[config.mk]
export PLATFORM = sky130hd
export DESIGN_NAME = xbus_ctrl
export DESIGN_NICKNAME = d
export VERILOG_FILES = /design/src/rtl/xbus_pkg.sv /design/src/rtl/xbus_addr.sv /design/src/rtl/xbus_seq.sv /design/src/rtl/xbus_phy.sv /design/src/rtl/xbus_ctrl.sv
export SDC_FILE = /design/constraint.sdc
export NUM_CORES = 1
export LEC_CHECK = 0
export BUFFER_PORTS_ARGS = -buffer_cell sky130_fd_sc_hd__buf_2
export CORE_MARGIN = 2
export CORE_UTILIZATION = 44
export DETAILED_ROUTE_END_ITERATION = 8
export GPL_ROUTABILITY_DRIVEN = 0
export GPL_TIMING_DRIVEN = 1
export PLACE_DENSITY = 0.76
export SETUP_SLACK_MARGIN = 0.1
export SLEW_MARGIN = 20
export SYNTH_ARGS = -nofsm -noshare
export SYNTH_HDL_FRONTEND = slang
export SYNTH_SLANG_ARGS = --single-unit
[constraint.sdc]
create_clock -name clk -period 3.7 [get_ports clk]
set_clock_uncertainty 0.2 [all_clocks]
set_input_delay 1.11 -clock clk [delete_from_list [all_inputs] [get_ports clk]]
set_output_delay 1.11 -clock clk [all_outputs]
set_load 0.02 [all_outputs]
[src/rtl/xbus_pkg.sv]
package xbus_pkg;

    parameter int ADDR_W = 16;
    parameter int BYTE_W = 8;

    typedef enum logic [1:0] {
        ACC_FETCH  = 2'b00,
        ACC_DREAD  = 2'b01,
        ACC_DWRITE = 2'b10,
        ACC_NONE   = 2'b11
    } acc_kind_e;

    typedef struct packed {
        acc_kind_e         kind;
        logic              narrow;
        logic [ADDR_W-1:0] addr;
        logic [BYTE_W-1:0] wdata;
    } acc_desc_t;

    function automatic logic in_win(input int p, input int lo, input int hi);
        return (p >= lo) && (p <= hi);
    endfunction

endpackage

[src/rtl/xbus_addr.sv]
module xbus_addr
    import xbus_pkg::*;
(
    input  acc_kind_e         kind,
    input  logic              narrow,
    input  logic              index_en,
    input  logic              index_pc,
    input  logic [ADDR_W-1:0] addr_in,
    input  logic [ADDR_W-1:0] dptr,
    input  logic [ADDR_W-1:0] pc,
    input  logic [BYTE_W-1:0] acc,
    input  logic [BYTE_W-1:0] wdata,
    output acc_desc_t         desc
);
    localparam int HI_W = ADDR_W - BYTE_W;

    logic [ADDR_W-1:0] base;
    logic [ADDR_W-1:0] indexed;
    logic              is_fetch;
    logic              narrow_eff;

    assign is_fetch   = (kind == ACC_FETCH);
    assign narrow_eff = narrow && !is_fetch;
    assign base       = index_pc ? pc : dptr;
    assign indexed    = base + {{HI_W{1'b0}}, acc};

    always_comb begin
        desc.kind   = kind;
        desc.narrow = narrow_eff;
        desc.wdata  = wdata;
        if (is_fetch && index_en)
            desc.addr = indexed;
        else if (narrow_eff)
            desc.addr = {{HI_W{1'b0}}, addr_in[BYTE_W-1:0]};
        else
            desc.addr = addr_in;
    end
endmodule

[src/rtl/xbus_seq.sv]
module xbus_seq
    import xbus_pkg::*;
#(
    parameter int MC_LAST = 11,
    parameter int PH_W    = 4
) (
    input  logic            clk,
    input  logic            rst,
    input  logic            req_valid,
    input  acc_desc_t       desc_in,
    output logic            busy,
    output logic [PH_W-1:0] ph,
    output acc_desc_t       desc_q
);
    logic accept;
    logic last;

    assign accept = req_valid && !busy && (desc_in.kind != ACC_NONE);
    assign last   = busy && (ph == PH_W'(MC_LAST));

    always_ff @(posedge clk) begin
        if (rst) begin
            busy   <= 1'b0;
            ph     <= '0;
            desc_q <= '0;
        end else if (accept) begin
            busy   <= 1'b1;
            ph     <= '0;
            desc_q <= desc_in;
        end else if (last) begin
            busy <= 1'b0;
            ph   <= '0;
        end else if (busy) begin
            ph <= ph + 1'b1;
        end
    end
endmodule

[src/rtl/xbus_phy.sv]
module xbus_phy
    import xbus_pkg::*;
#(
    parameter int MC_LAST    = 11,
    parameter int ALE_LAST   = 2,
    parameter int ADDR_LAST  = 3,
    parameter int STRB_FIRST = 4,
    parameter int PGM_FIRST  = 5,
    parameter int PGM_LAST   = 9,
    parameter int DAT_LAST   = 10,
    parameter int PH_W       = 4
) (
    input  logic              busy,
    input  logic [PH_W-1:0]   ph,
    input  acc_desc_t         desc,
    output logic              addr_stb,
    output logic              fetch_stb_n,
    output logic              dread_stb_n,
    output logic              dwrite_stb_n,
    output logic [BYTE_W-1:0] lo_out,
    output logic              lo_oe,
    output logic [BYTE_W-1:0] hi_out,
    output logic              hi_oe,
    output logic              sample,
    output logic              done
);
    int   p;
    logic is_f, is_r, is_w, addr_phase;

    assign p          = int'(ph);
    assign is_f       = busy && (desc.kind == ACC_FETCH);
    assign is_r       = busy && (desc.kind == ACC_DREAD);
    assign is_w       = busy && (desc.kind == ACC_DWRITE);
    assign addr_phase = busy && (p <= ADDR_LAST);

    assign addr_stb     = busy && (p <= ALE_LAST);
    assign fetch_stb_n  = !(is_f && in_win(p, PGM_FIRST, PGM_LAST));
    assign dread_stb_n  = !(is_r && in_win(p, STRB_FIRST, DAT_LAST));
    assign dwrite_stb_n = !(is_w && in_win(p, STRB_FIRST, DAT_LAST));

    assign lo_oe  = addr_phase || (is_w && in_win(p, ADDR_LAST + 1, MC_LAST));
    assign lo_out = addr_phase ? desc.addr[BYTE_W-1:0] :
                    (is_w ? desc.wdata : '0);

    assign hi_oe  = busy && !desc.narrow;
    assign hi_out = hi_oe ? desc.addr[ADDR_W-1:BYTE_W] : '0;

    assign sample = (is_f && (p == PGM_LAST)) || (is_r && (p == DAT_LAST));
    assign done   = busy && (p == MC_LAST);
endmodule

[src/rtl/xbus_ctrl.sv]
module xbus_ctrl
    import xbus_pkg::*;
#(
    parameter int MERGE_RD   = 1,
    parameter int MC_LAST    = 11,
    parameter int ALE_LAST   = 2,
    parameter int ADDR_LAST  = 3,
    parameter int STRB_FIRST = 4,
    parameter int PGM_FIRST  = 5,
    parameter int PGM_LAST   = 9,
    parameter int DAT_LAST   = 10
) (
    input  logic        clk,
    input  logic        rst,
    input  logic        req_valid,
    input  logic [1:0]  req_kind,
    input  logic        req_narrow,
    input  logic        req_index,
    input  logic        req_index_pc,
    input  logic [15:0] req_addr,
    input  logic [15:0] req_dptr,
    input  logic [15:0] req_pc,
    input  logic [7:0]  req_acc,
    input  logic [7:0]  req_wdata,
    input  logic [7:0]  lo_in,
    output logic        busy,
    output logic        done,
    output logic [7:0]  rdata,
    output logic        addr_stb,
    output logic        fetch_stb_n,
    output logic        dread_stb_n,
    output logic        dwrite_stb_n,
    output logic        anyrd_stb_n,
    output logic [7:0]  lo_out,
    output logic        lo_oe,
    output logic [7:0]  hi_out,
    output logic        hi_oe
);
    localparam int PH_W = $clog2(MC_LAST + 1);

    acc_desc_t       desc_new;
    acc_desc_t       desc_q;
    logic [PH_W-1:0] ph;
    logic            sample;

    xbus_addr u_addr (
        .kind     (acc_kind_e'(req_kind)),
        .narrow   (req_narrow),
        .index_en (req_index),
        .index_pc (req_index_pc),
        .addr_in  (req_addr),
        .dptr     (req_dptr),
        .pc       (req_pc),
        .acc      (req_acc),
        .wdata    (req_wdata),
        .desc     (desc_new)
    );

    xbus_seq #(.MC_LAST(MC_LAST), .PH_W(PH_W)) u_seq (
        .clk       (clk),
        .rst       (rst),
        .req_valid (req_valid),
        .desc_in   (desc_new),
        .busy      (busy),
        .ph        (ph),
        .desc_q    (desc_q)
    );

    xbus_phy #(
        .MC_LAST(MC_LAST), .ALE_LAST(ALE_LAST), .ADDR_LAST(ADDR_LAST),
        .STRB_FIRST(STRB_FIRST), .PGM_FIRST(PGM_FIRST), .PGM_LAST(PGM_LAST),
        .DAT_LAST(DAT_LAST), .PH_W(PH_W)
    ) u_phy (
        .busy         (busy),
        .ph           (ph),
        .desc         (desc_q),
        .addr_stb     (addr_stb),
        .fetch_stb_n  (fetch_stb_n),
        .dread_stb_n  (dread_stb_n),
        .dwrite_stb_n (dwrite_stb_n),
        .lo_out       (lo_out),
        .lo_oe        (lo_oe),
        .hi_out       (hi_out),
        .hi_oe        (hi_oe),
        .sample       (sample),
        .done         (done)
    );

    always_ff @(posedge clk) begin
        if (rst)
            rdata <= '0;
        else if (sample)
            rdata <= lo_in;
    end

    generate
        if (MERGE_RD != 0) begin : g_merge
            assign anyrd_stb_n = fetch_stb_n & dread_stb_n;
        end else begin : g_split
            assign anyrd_stb_n = 1'b1;
        end
    endgenerate
endmodule

==> Word level (Yosys, flattened, before mapping) <==
Index checks and enable logic that the tools add are counted.
{ "word_totals": {"reg_bits": 40, "input_bits": 80, "out_inout_bits": 33, "elab_cells": 65} }
{ "classes": {"n_addsub": 2, "n_lt_le_gt_ge": 7, "eq_ne": 7, "muxes": 8, "n_bitwise": 1, "reduce_logical": 33} }
{ "ops": {"columns": ["operator", "n"], "rows": [
  ["two-way mux 16 bit", 3],
  ["two-way mux 8 bit", 3],
  ["logical AND 1 bit", 21],
  ["adder 16 x 8 -> 16 bit", 1],
  ["== test 4 bit (second input constant)", 4],
  ["<= comparator 4 bit (second input constant)", 3],
  ["greater-or-equal comparator 4 x 3 -> 1 bit (second input constant)", 2],
  ["<= comparator 4 x 2 -> 1 bit (second input constant)", 2],
  ["logical NOT 1 bit", 6],
  ["adder 4 x 1 -> 4 bit (second input constant)", 1],
  ["logical NOT 2 bit", 2],
  ["OR reduction 3 bit", 1],
  ["== test 2 x 1 -> 1 bit (second input constant)", 1],
  ["== test 2 bit (second input constant)", 1],
  ["logical OR 1 bit", 2],
  ["two-way mux 1 bit", 2],
  ["inequality test 2 bit (second input constant)", 1],
  ["nonzero test 2 bit", 1],
  ["AND 1 bit", 1]
]} }

==> Longest topological paths before layout <==
Gate-level depths: netlist of run 1.
{ "depth": {"word_depth": 5, "mapped_depth": 11, "depth_no_buf": 9} }

==> Cells and area by module <==
From an unflattened synthesis of run 1, not the netlist that was laid out.
{ "hier_totals": {"cells_unflattened": 375, "hier_area_um2": 3066.7} }
{ "modules_own_cells": {"columns": ["module", "n_inst", "cells_each", "area_per_inst_um2", "seq_area_each_um2"], "rows": [
  ["xbus_seq", 1, 158, 1441.4, 640.6],
  ["xbus_addr", 1, 145, 1033.5, 0.0],
  ["xbus_phy", 1, 45, 300.3, 0.0],
  ["xbus_ctrl", 1, 27, 291.5, 160.2]
]} }

==> Worst setup path after synthesis of run 1 <==
OpenSTA, ideal clock, no wires.
{ "synth_path": {"kind": "input port to flip-flop", "startpoint": "input port req_index_pc", "endpoint": "register, netlist name u_seq.desc_q[16]", "setup_ns": 0.058, "t_arrival_ns": 3.476, "t_required_ns": 3.442, "path_slack_ns": -0.034, "cell_stages": 11, "n_path_buf": 2, "cell_sequence": "buf_2 -> buf_1 -> mux2_2 -> ha_1 -> inv_1 -> fa_1 -> nand2b_1 -> a21oi_1 -> o21ai_1 -> nor4b_1 -> a211o_1"} }
{ "synth_between": {"elab_chain_len": 3} }
{ "synth_rtl": {"columns": ["element", "line", "source"], "rows": [
  ["from (decl)", "xbus_ctrl.sv:19", "input logic req_index_pc,"],
  ["two-way mux 16 bit", "xbus_addr.sv:24", "assign base = index_pc ? pc : dptr;"],
  ["adder 16 x 8 -> 16 bit", "xbus_addr.sv:25", "assign indexed = base + {{HI_W{1'b0}}, acc};"],
  ["two-way mux 16 bit", "xbus_addr.sv:31", "if (is_fetch && index_en)"]
]} }
Every way passes these cells.
A chain may end at the register's enable or synchronous reset.

==> Worst setup path in the final report of run 1 <==
{ "layout_path": {"startpoint": "input port req_index_pc", "endpoint": "register, netlist name u_seq.desc_q[16]"} }
{ "layout_between": {"elab_chain_len": 3} }
{ "layout_rtl": {"columns": ["element", "line"], "rows": [
  ["two-way mux 16 bit", "xbus_addr.sv:24"],
  ["adder 16 x 8 -> 16 bit", "xbus_addr.sv:25"],
  ["two-way mux 16 bit", "xbus_addr.sv:31"]
]} }
Every way passes these cells.

==> impl_metrics.ini, run 1 <==
[yosys]
synthAdderAreaFrac_pct = 7.74
yosysWarnings = 0
muxShareOfSynthArea_pct = 10.9
synth_xor_area_share_pct = 3.08
netlist_top_cells_area = dfxtp_1, nand2_1, mux2i_1
seq_area_frac_synth_pct = 28.1
yosys.area.top_type_share_pct = 28.1
synth_largest_area_cell = dfxtp_1
synth_area_per_cell_um2 = 7.65
netlist_area_um2 = 2850
syn_nets = 469
synth-simple-area-share_pct = 27.5
synth_top_family_by_area = simple AND/OR/NAND/NOR gates
syn_inst = 372
ys_ff_latch = 40
async_reset_ff_share_pct = 0
synth.distinct_cells = 47
synth-edff-count = 0
ys.flop_type = dfxtp_1
synth_compound_area_share_pct = 18.2

[setup_path]
r2r_slack_ns = 1.62
path_class = in2reg
crit_fanout = 9
path_buf_inv = 2
slowest_delay_ns = 0.40
start_kind = input pin
cp_data_required_time_ns = 3.74
cp.arrival_ns = 3.33
path_delay_family = compound AO/OA/AOI/OAI gates
crit_path_end_kind = flip-flop
cp_slowest_cell = fa_1
path_cells = buf_2 -> mux2_2 -> ha_1 -> inv_1 -> fa_1 -> nand2b_1 -> a21oi_1 -> o21ai_1 -> nor4b_1 -> a211o_1

[finish]
drive_gt1_share_pct = 29.1
fillers = 642
n_antenna_cell = 0
syn_to_final_growth_pct = 24.7
nNetsFinal = 574
finalCoreUtilization_pct = 56.2

[clock_network]
cts_inserted_buffers = 5
ctsHoldBuffers = 0
cts_htree_levels = 2
clock_sinks = 40
cts_tree = built
clk_pin_slew_ns = 0.08
cts_max_path_buffers = 2
cts_setup_buffers = 0
insertion_delay_ns = 0.29
cts_resized = 0
cts_root_buf = clkbuf_8

[sta]
finalHoldViolations = 0
min_period_ns = 3.29
rsz0062_at_grt = no
finalCritPeriodShare_pct = 88.8
setup_violations = 0
final-max-slew-violation-count = 0
worst_pin_slew_ns = 0.759
whs_ns = 0.257
max_freq_mhz = 304
tns_ns = 0
slew_headroom_pct = 49.3

[grt]
grtUsageTotal_pct = 20.4
grt_start_max_net_pins = 38
grt_pass1_wl_mm = 12.2
overflow = 0
antenna_found_initial = 0
first_global_vias = 2834

[die]
die-area_um2 = 7130
initial_utilization_pct = 45.1
pin_count = 113
core_area_um2 = 6310
die_h_um = 84.4
row_count = 29
die-width_um = 84.4

[routing]
routed_via_density = 5.29
drt-pass1-iter-count = 4
totalWireLength_mm = 7.18
route.detailed.drc = 0
post_drt_wl_per_cell_um = 13.0
via_count = 2928
drt_iter0_drc = 121
ant_nets = 0

[min_path]
min_path_type = reg2reg

[placement]
io_buffers = 112
dp_hpwl_mm = 5.69

[power]
power_density_nw_per_um2 = 287
ir_worst_vdd_mv = 0.228
power_leakage_nw = 1.68

[run]
max_cap_violations = 0

[run_status]
run_status = completed
-- cell usage after synthesis, types with 3 or more instances --
cell and n:
inv_1 9, a22oi_1 5, clkbuf_1 15, dfxtp_1 40, mux2i_1 22, or3_1 3, nand2_1 62, nor2_1 37
a311oi_1 4, a21oi_1 24, a211oi_1 10, ha_1 16, o21ai_0 13, nand3_1 6, o21ai_1 10, o211ai_1 4
and2_1 17, nand4b_1 4, nor3_1 6, nand2b_1 5, nor2b_1 8, buf_2 4, nand4_1 4, xnor2_1 8
mux2_2 8
-- per-stage QoR --
| stage | total power, mW | cell area (um2) | setup slack [ns] | instances |
|---|---|---|---|---|
| floorplan | 0.656 | 2850 | 0.143 | 372 |
| global placement | 0.748 | 3470 | 0.223 | 547 |
| detailed placement | 0.754 | 3470 | 0.102 | 547 |
| CTS | 1.03 | 3550 | 0.398 | 554 |
| global route | 1.08 | 3550 | 0.173 | 554 |
| finish | 1.02 | 3550 | 0.413 | 554 |
-- final timing paths --
path              startpoint          endpoint  depth (start not counted)
max             req_index_pc  u_seq.desc_q[16]                         10
min          u_seq.desc_q[4]   u_seq.desc_q[4]                          2
max reg2reg       u_seq.busy  u_seq.desc_q[22]                          6
min reg2reg  u_seq.desc_q[4]   u_seq.desc_q[4]                          2
-- worst min-delay path, cell delays in order, from the launching register on --
cell,delay (ns)
dfxtp_1,0.31
nand2_1,0.05
a21oi_1,0.05
-- final cells by class --
| type | count | area, um2 | area share [%] |
|---|---|---|---|
| well taps | 77 | 96.3 | 2.72 |
| inverters | 9 | 33.8 | 0.952 |
| flip-flops and latches | 40 | 801 | 22.6 |
| repair buffers | 119 | 613 | 17.3 |
| multi-input cells | 302 | 1920 | 54.2 |
| clock buffers | 5 | 68.8 | 1.94 |
| clock inverters | 2 | 12.5 | 0.353 |
-- kinds of logic after synthesis --
logic type                 Yosys count
AOI/OAI and AO/OA                   83
xor gates and xnor gates            10
adders and majority gates           17
buffers and inverters               30
DFF                                 40
muxes                               30
and+or+nand+nor                    162
-- power by group --
part | total, mW | internal (mW) | switching [mW] | leakage [nW]
Sequential | 0.466 | 0.452 | 0.0144 | 0.327
Combinational | 0.279 | 0.124 | 0.156 | 1.32
Clock | 0.275 | 0.128 | 0.147 | 0.0400
-- sequential cells by signal, indices dropped and copies added (netlist names) --
signal and cells:
u_seq.busy 1, u_seq.desc_q 27, rdata 8, u_seq.ph 4
-- layout by cell type, fill, tap and decap left out, types with 5 or more instances in the layout --
| cell type | netlist | layout |
|---|---|---|
| nor2_1 | 37 | 37 |
| nand2b_1 | 5 | 5 |
| and2_1 | 17 | 17 |
| o21ai_1 | 10 | 10 |
| xnor2_1 | 8 | 8 |
| nand3_1 | 6 | 6 |
| nand2_1 | 62 | 62 |
| buf_4 | 0 | 7 |
| ha_1 | 16 | 16 |
| nor3_1 | 6 | 6 |
| dfxtp_1 | 40 | 40 |
| nor2b_1 | 8 | 8 |
| a21oi_1 | 24 | 23 |
| mux2_2 | 8 | 8 |
| clkbuf_8 | 0 | 5 |
| o21ai_0 | 13 | 13 |
| buf_2 | 4 | 112 |
| a22oi_1 | 5 | 5 |
| inv_1 | 9 | 9 |
| a211oi_1 | 10 | 10 |
| mux2i_1 | 22 | 22 |
-- metal layers --
| metal | part of all wire, % | GRT usage [%] | vias to the layer above |
|---|---|---|---|
| li1 | - | - | 1517 |
| met1 | 46 | 25.0 | 1320 |
| met2 | 48 | 36.1 | 73 |
| met3 | 3.7 | 3.05 | 18 |
| met4 | 2.1 | 7.94 | 0 |
| met5 | 0 | 0 | - |
(Power assumes the default switching activity.)
==> run 2: changes to the inputs <==
ABC_AREA = 1   (was default)
CORE_MARGIN = 1.5   (was 2)
CORE_UTILIZATION = 45   (was 44)
PLACE_DENSITY = 0.75   (was 0.76)
SYNTH_HIERARCHICAL = 1   (was default)
==> impl_metrics.ini, run 2 <==
[routing]
post_drt_wl_per_cell_um = 10.7
via_count = 3530
drt_iter0_drc = 160
totalWireLength_mm = 7.94
ant_nets = 0
drt-pass1-iter-count = 4
routed_via_density = 4.76
route.detailed.drc = 0

[yosys]
synth-edff-count = 0
ys_ff_latch = 40
async_reset_ff_share_pct = 0
netlist_top_cells_area = dfxtp_1, nand2_1, nor2_1
syn_inst = 554
yosysWarnings = 6
synth.distinct_cells = 35
seq_area_frac_synth_pct = 23.9
syn_nets = 644
yosys.area.top_type_share_pct = 23.9
ys.flop_type = dfxtp_1
synth_area_per_cell_um2 = 6.06
yosysMostFrequentCell = nand2_1
synth_largest_area_cell = dfxtp_1
netlist_area_um2 = 3360
yosys-top-cells-count = nand2_1, nor2_1, inv_1

[setup_path]
cp.arrival_ns = 3.23
crit_fanout = 16
start_kind = input pin
path_class = in2reg
cp_data_required_time_ns = 3.68
crit_path_end_kind = flip-flop

[placement]
placed_cells = 735
io_buffers = 112
dp_hpwl_mm = 6.25
placed_area_um2 = 3810

[finish]
reg_top3 = u_seq/desc_q x27, rdata x8, u_seq/ph x4
fin_cells = 742
fin_area_um2 = 3880
largest_register = u_seq/desc_q
drive_gt1_share_pct = 24.0
final_cell_mix = nand2_1, buf_2, nor2_1, inv_1, nand3_1
layout_commonest_cell = nand2_1
syn_to_final_growth_pct = 15.7
fillers = 772
n_antenna_cell = 0
largest_reg_flops = 27
nNetsFinal = 733

[clock_network]
cts_htree_levels = 2
cts_resized = 0
cts_inserted_buffers = 5
clock_sinks = 40
ctsHoldBuffers = 0
cts_tree = built
cts_max_path_buffers = 2
cts_setup_buffers = 0
clk_pin_slew_ns = 0.07
cts_root_buf = clkbuf_8
insertion_delay_ns = 0.28

[sta]
max_freq_mhz = 308
tns_ns = 0
setup_violations = 0
min_period_ns = 3.25
finalCritPeriodShare_pct = 87.8
slew_headroom_pct = 56.0
rsz0062_at_grt = no
worst_pin_slew_ns = 0.658
finalHoldViolations = 0
final-max-slew-violation-count = 0

[power]
ir_worst_vdd_mv = 0.123
power_density_nw_per_um2 = 278
power_leakage_nw = 2.09

[run]
max_cap_violations = 0

[grt]
overflow = 0
top_usage_layer = met2
grt_start_max_net_pins = 55
use_met1_pct = 25.7
grt_pass1_wl_mm = 13.4
antenna_found_initial = 0
grt.met3_usage_pct = 2.86
grtUsageTotal_pct = 21.0
met2_usage_pct = 37.9
first_global_vias = 3182

[die]
initial_utilization_pct = 46.5
core_area_um2 = 7210
die-width_um = 89.4
die-area_um2 = 7980
row_count = 31
die_h_um = 89.4
pin_count = 113

[run_status]
run_status = completed

[min_path]
min_path_type = reg2reg
## run 2: cell count changes in the layout (fill, tap and decap cells not counted), moves of 10 or more
cell      change
a211oi_1     -10
a21oi_1      +10
and2_1       -16
inv_1        +43
mux2i_1      -22
nand2_1     +124
nand2_2      +10
nand3_1      +37
nand3b_1     +27
nor2_1       +31
## run 2: layout make-up
class | instances | area (um2) | area share [%]
Clock inverter | 1 | 5.00 | 0.129
Multi-Input combinational cell | 425 | 2070 | 53.3
Clock buffer | 6 | 72.6 | 1.87
Inverter | 56 | 218 | 5.61
Tap cell | 99 | 124 | 3.19
Sequential cell | 40 | 801 | 20.6
Timing Repair Buffer | 115 | 596 | 15.3
## run 2: logic make-up (layout without fill, tap and decap cells)
| family | after synthesis | in the layout | synth area share [%] |
|---|---|---|---|
| compound gates | 51 | 51 | 7.83 |
| xor+xnor | 5 | 5 | 1.30 |
| fa+ha+maj | 10 | 10 | 3.95 |
| buf+inv | 89 | 178 | 14.5 |
| flops | 40 | 40 | 23.9 |
| simple gates | 359 | 359 | 48.5 |
## run 2: path summary, 6_finish.rpt
| path | from | to | slack, ns | cells after the start |
|---|---|---|---|---|
| setup / recovery | req_index_pc | u_seq/desc_q[15] | 0.45 | 16 |
| hold / removal | rdata[2] | rdata[2] | 0.27 | 2 |
| setup reg to reg | u_seq/busy | rdata[5] | 1.73 | 7 |
| hold reg to reg | rdata[2] | rdata[2] | 0.27 | 2 |
## run 2: through the flow
step | hold slack (ns) | util, % | power, mW | setup WS [ns]
global route | 0.299 | 53.8 | 1.16 | 0.226
finish | 0.271 | 53.8 | 1.08 | 0.450
global placement | 0.257 | 52.8 | 0.816 | 0.232
detailed placement | 0.267 | 52.8 | 0.825 | 0.138
floorplan | 0.244 | - | 0.746 | 0.396
CTS | 0.277 | 53.8 | 1.10 | 0.447
## run 2: layer usage
| layer | routed length (um) | up-vias | share of wire, % |
|---|---|---|---|
| li1 | - | 1896 | - |
| met1 | 3560 | 1515 | 45 |
| met2 | 3830 | 110 | 48 |
| met3 | 439 | 9 | 5.5 |
| met4 | 114 | 0 | 1.4 |
| met5 | 0 | - | 0 |
## run 2: worst max-delay path, cell delays in order
cell and delay, ns:
buf_2 0.21, inv_8 0.08, or2_2 0.27, o21ai_0 0.15
inv_1 0.09, ha_1 0.28, nand2_1 0.06, nand2_1 0.08
nand3_1 0.10, nand2_1 0.11, or2_2 0.29, nand3_1 0.07
nand2_1 0.05, nand3b_1 0.14, nand2_1 0.08, nor2_1 0.04
## run 2: report_power, final
part | switching, mW | internal, mW | leakage, nW
combinational | 0.198 | 0.137 | 1.72
sequential | 0.0212 | 0.458 | 0.328
clock | 0.136 | 0.128 | 0.0410
==> run 3: changes to the inputs <==
PLACE_DENSITY = 0.78   (was 0.75)
SLEW_MARGIN = 25   (was 20)
SYNTH_HIERARCHICAL = default   (was 1)
==> impl_metrics.ini, run 3 <==
[yosys]
netlist_area_um2 = 2900
seq_area_frac_synth_pct = 27.6
ys_ff_latch = 40
yosysWarnings = 0
syn_nets = 570
ys.flop_type = dfxtp_1
synth_largest_area_cell = dfxtp_1
yosysMostFrequentCell = nand2_1
netlist_top_cells_area = dfxtp_1, nand2_1, nor2_1
syn_inst = 473
synth-edff-count = 0
yosys-top-cells-count = nand2_1, nor2_1, inv_1
synth_area_per_cell_um2 = 6.13
yosys.area.top_type_share_pct = 27.6
async_reset_ff_share_pct = 0
synth.distinct_cells = 33

[sta]
worst_pin_slew_ns = 0.776
final-max-slew-violation-count = 0
setup_violations = 0
finalHoldViolations = 0
min_period_ns = 3.21
rsz0062_at_grt = no
setup_slack_ns = 0.492
finalCritPeriodShare_pct = 86.7
max_freq_mhz = 312
tns_ns = 0
slew_headroom_pct = 48.2

[clock_network]
cts_setup_buffers = 0
cts_resized = 0
cts_max_path_buffers = 2
cts_tree = built
clk_pin_slew_ns = 0.08
cts_htree_levels = 2
clock_sinks = 40
ctsHoldBuffers = 0
cts_inserted_buffers = 5
insertion_delay_ns = 0.29
cts_root_buf = clkbuf_8

[grt]
overflow = 0
grt_pass1_wl_mm = 13.1
first_global_vias = 3089
grtUsageTotal_pct = 22.2
grt_start_max_net_pins = 29
antenna_found_initial = 0

[placement]
dp_hpwl_mm = 6.12
pre_cts_ws_ns = 0.226
io_buffers = 112
placed_area_um2 = 3480

[routing]
drt_iter0_drc = 164
via_count = 3301
ant_nets = 0
drt-pass1-iter-count = 4
post_drt_wl_per_cell_um = 11.7
routed_via_density = 5.03
route.detailed.drc = 0
totalWireLength_mm = 7.66

[die]
pin_count = 113
die-area_um2 = 6940
row_count = 29
initial_utilization_pct = 46.2
core_area_um2 = 6280
die_h_um = 83.3
die-width_um = 83.3

[power]
ir_worst_vdd_mv = 0.220
power_leakage_nw = 1.88
power_density_nw_per_um2 = 316

[run_status]
run_status = completed

[finish]
layout_commonest_cell = nand2_1
finalCoreUtilization_pct = 57.5
drive_gt1_share_pct = 24.2
largest_register = u_seq.desc_q
fin_area_um2 = 3610
nNetsFinal = 675
n_antenna_cell = 0
final_cell_mix = nand2_1, buf_2, nor2_1, inv_1, nand3_1
reg_top3 = u_seq.desc_q x27, rdata x8, u_seq.ph x4
largest_reg_flops = 27
syn_to_final_growth_pct = 24.5

[setup_path]
start_kind = flip-flop
crit_fanout = 10
cp_data_required_time_ns = 2.39
path_class = reg2out
crit_path_end_kind = output port
cp.arrival_ns = 1.90

[run]
max_cap_violations = 0

[min_path]
min_path_type = reg2reg
## run 3: changes by cell type after synthesis, sizes merged, moves of 2 or more
cell    previous run  this run
or2                5         3
xor2               1         6
buf               31         6
clkbuf             2        10
o21ai             15        40
a21oi             33        24
inv               56        50
nor2              80        83
nand2            199       136
o211ai             0         4
nand3b            27         1
xnor2              4         1
ha                 9        16
## run 3: layout make-up
type,count,area [um2]
inverter,50,193
multi-input combinational,367,1820
clock buffer,7,96.3
sequential,40,801
clock inverter,1,30.0
timing repair buffer,114,576
tap,77,96.3
fill,613,2670
## run 3: path summary, 6_finish.rpt
| check | startpoint | endpoint | slack, ns | cells past startpoint |
|---|---|---|---|---|
| setup reg to reg | u_seq.busy | u_seq.ph[2] | 1.76 | 5 |
| hold reg to reg | u_seq.desc_q[18] | u_seq.desc_q[18] | 0.27 | 2 |
| hold / removal | u_seq.desc_q[18] | u_seq.desc_q[18] | 0.27 | 2 |
| setup / recovery | u_seq.ph[2] | lo_out[2] | 0.49 | 6 |
## run 3: per-layer routing
layer / vias to the layer above / global-route usage, % / part of all wire (%)
met5: - / 0 / 0
met4: 0 / 8.79 / 2.8
met3: 22 / 3.68 / 5.1
met2: 97 / 38.6 / 47
met1: 1467 / 27.4 / 45
li1: 1715 / - / -
## run 3: critical path: stages, from the launching register on
cell and delay [ns]:
dfxtp_1 0.44, inv_1 0.13, ha_1 0.33, nand2_1 0.28, nand2_1 0.07, o21ai_0 0.17, buf_2 0.20
## run 3: logic make-up (layout without fill, tap and decap cells)
| group | Yosys count | count (layout) | share of synthesized area, % |
|---|---|---|---|
| compound gates | 72 | 72 | 13.7 |
| xor+xnor | 7 | 7 | 2.11 |
| fa+ha+maj | 17 | 17 | 7.59 |
| buf+inv | 66 | 172 | 9.71 |
| flops | 40 | 40 | 27.6 |
| simple gates | 271 | 271 | 39.3 |
## run 3: power by group
part / switching (mW) / internal, mW
registers: 0.0135 / 0.454
logic: 0.177 / 0.109
clock network: 0.148 / 0.238
total: 0.338 / 0.801
## run 3: through the flow
stage / hold WS (ns) / total power, mW / cells
final: 0.271 / 1.14 / 656
after global routing: 0.293 / 1.21 / 656
after CTS: 0.276 / 1.15 / 656
after detailed placement: 0.263 / 0.762 / 648
after global placement: 0.256 / 0.756 / 648
after floorplan: 0.245 / 0.671 / 473
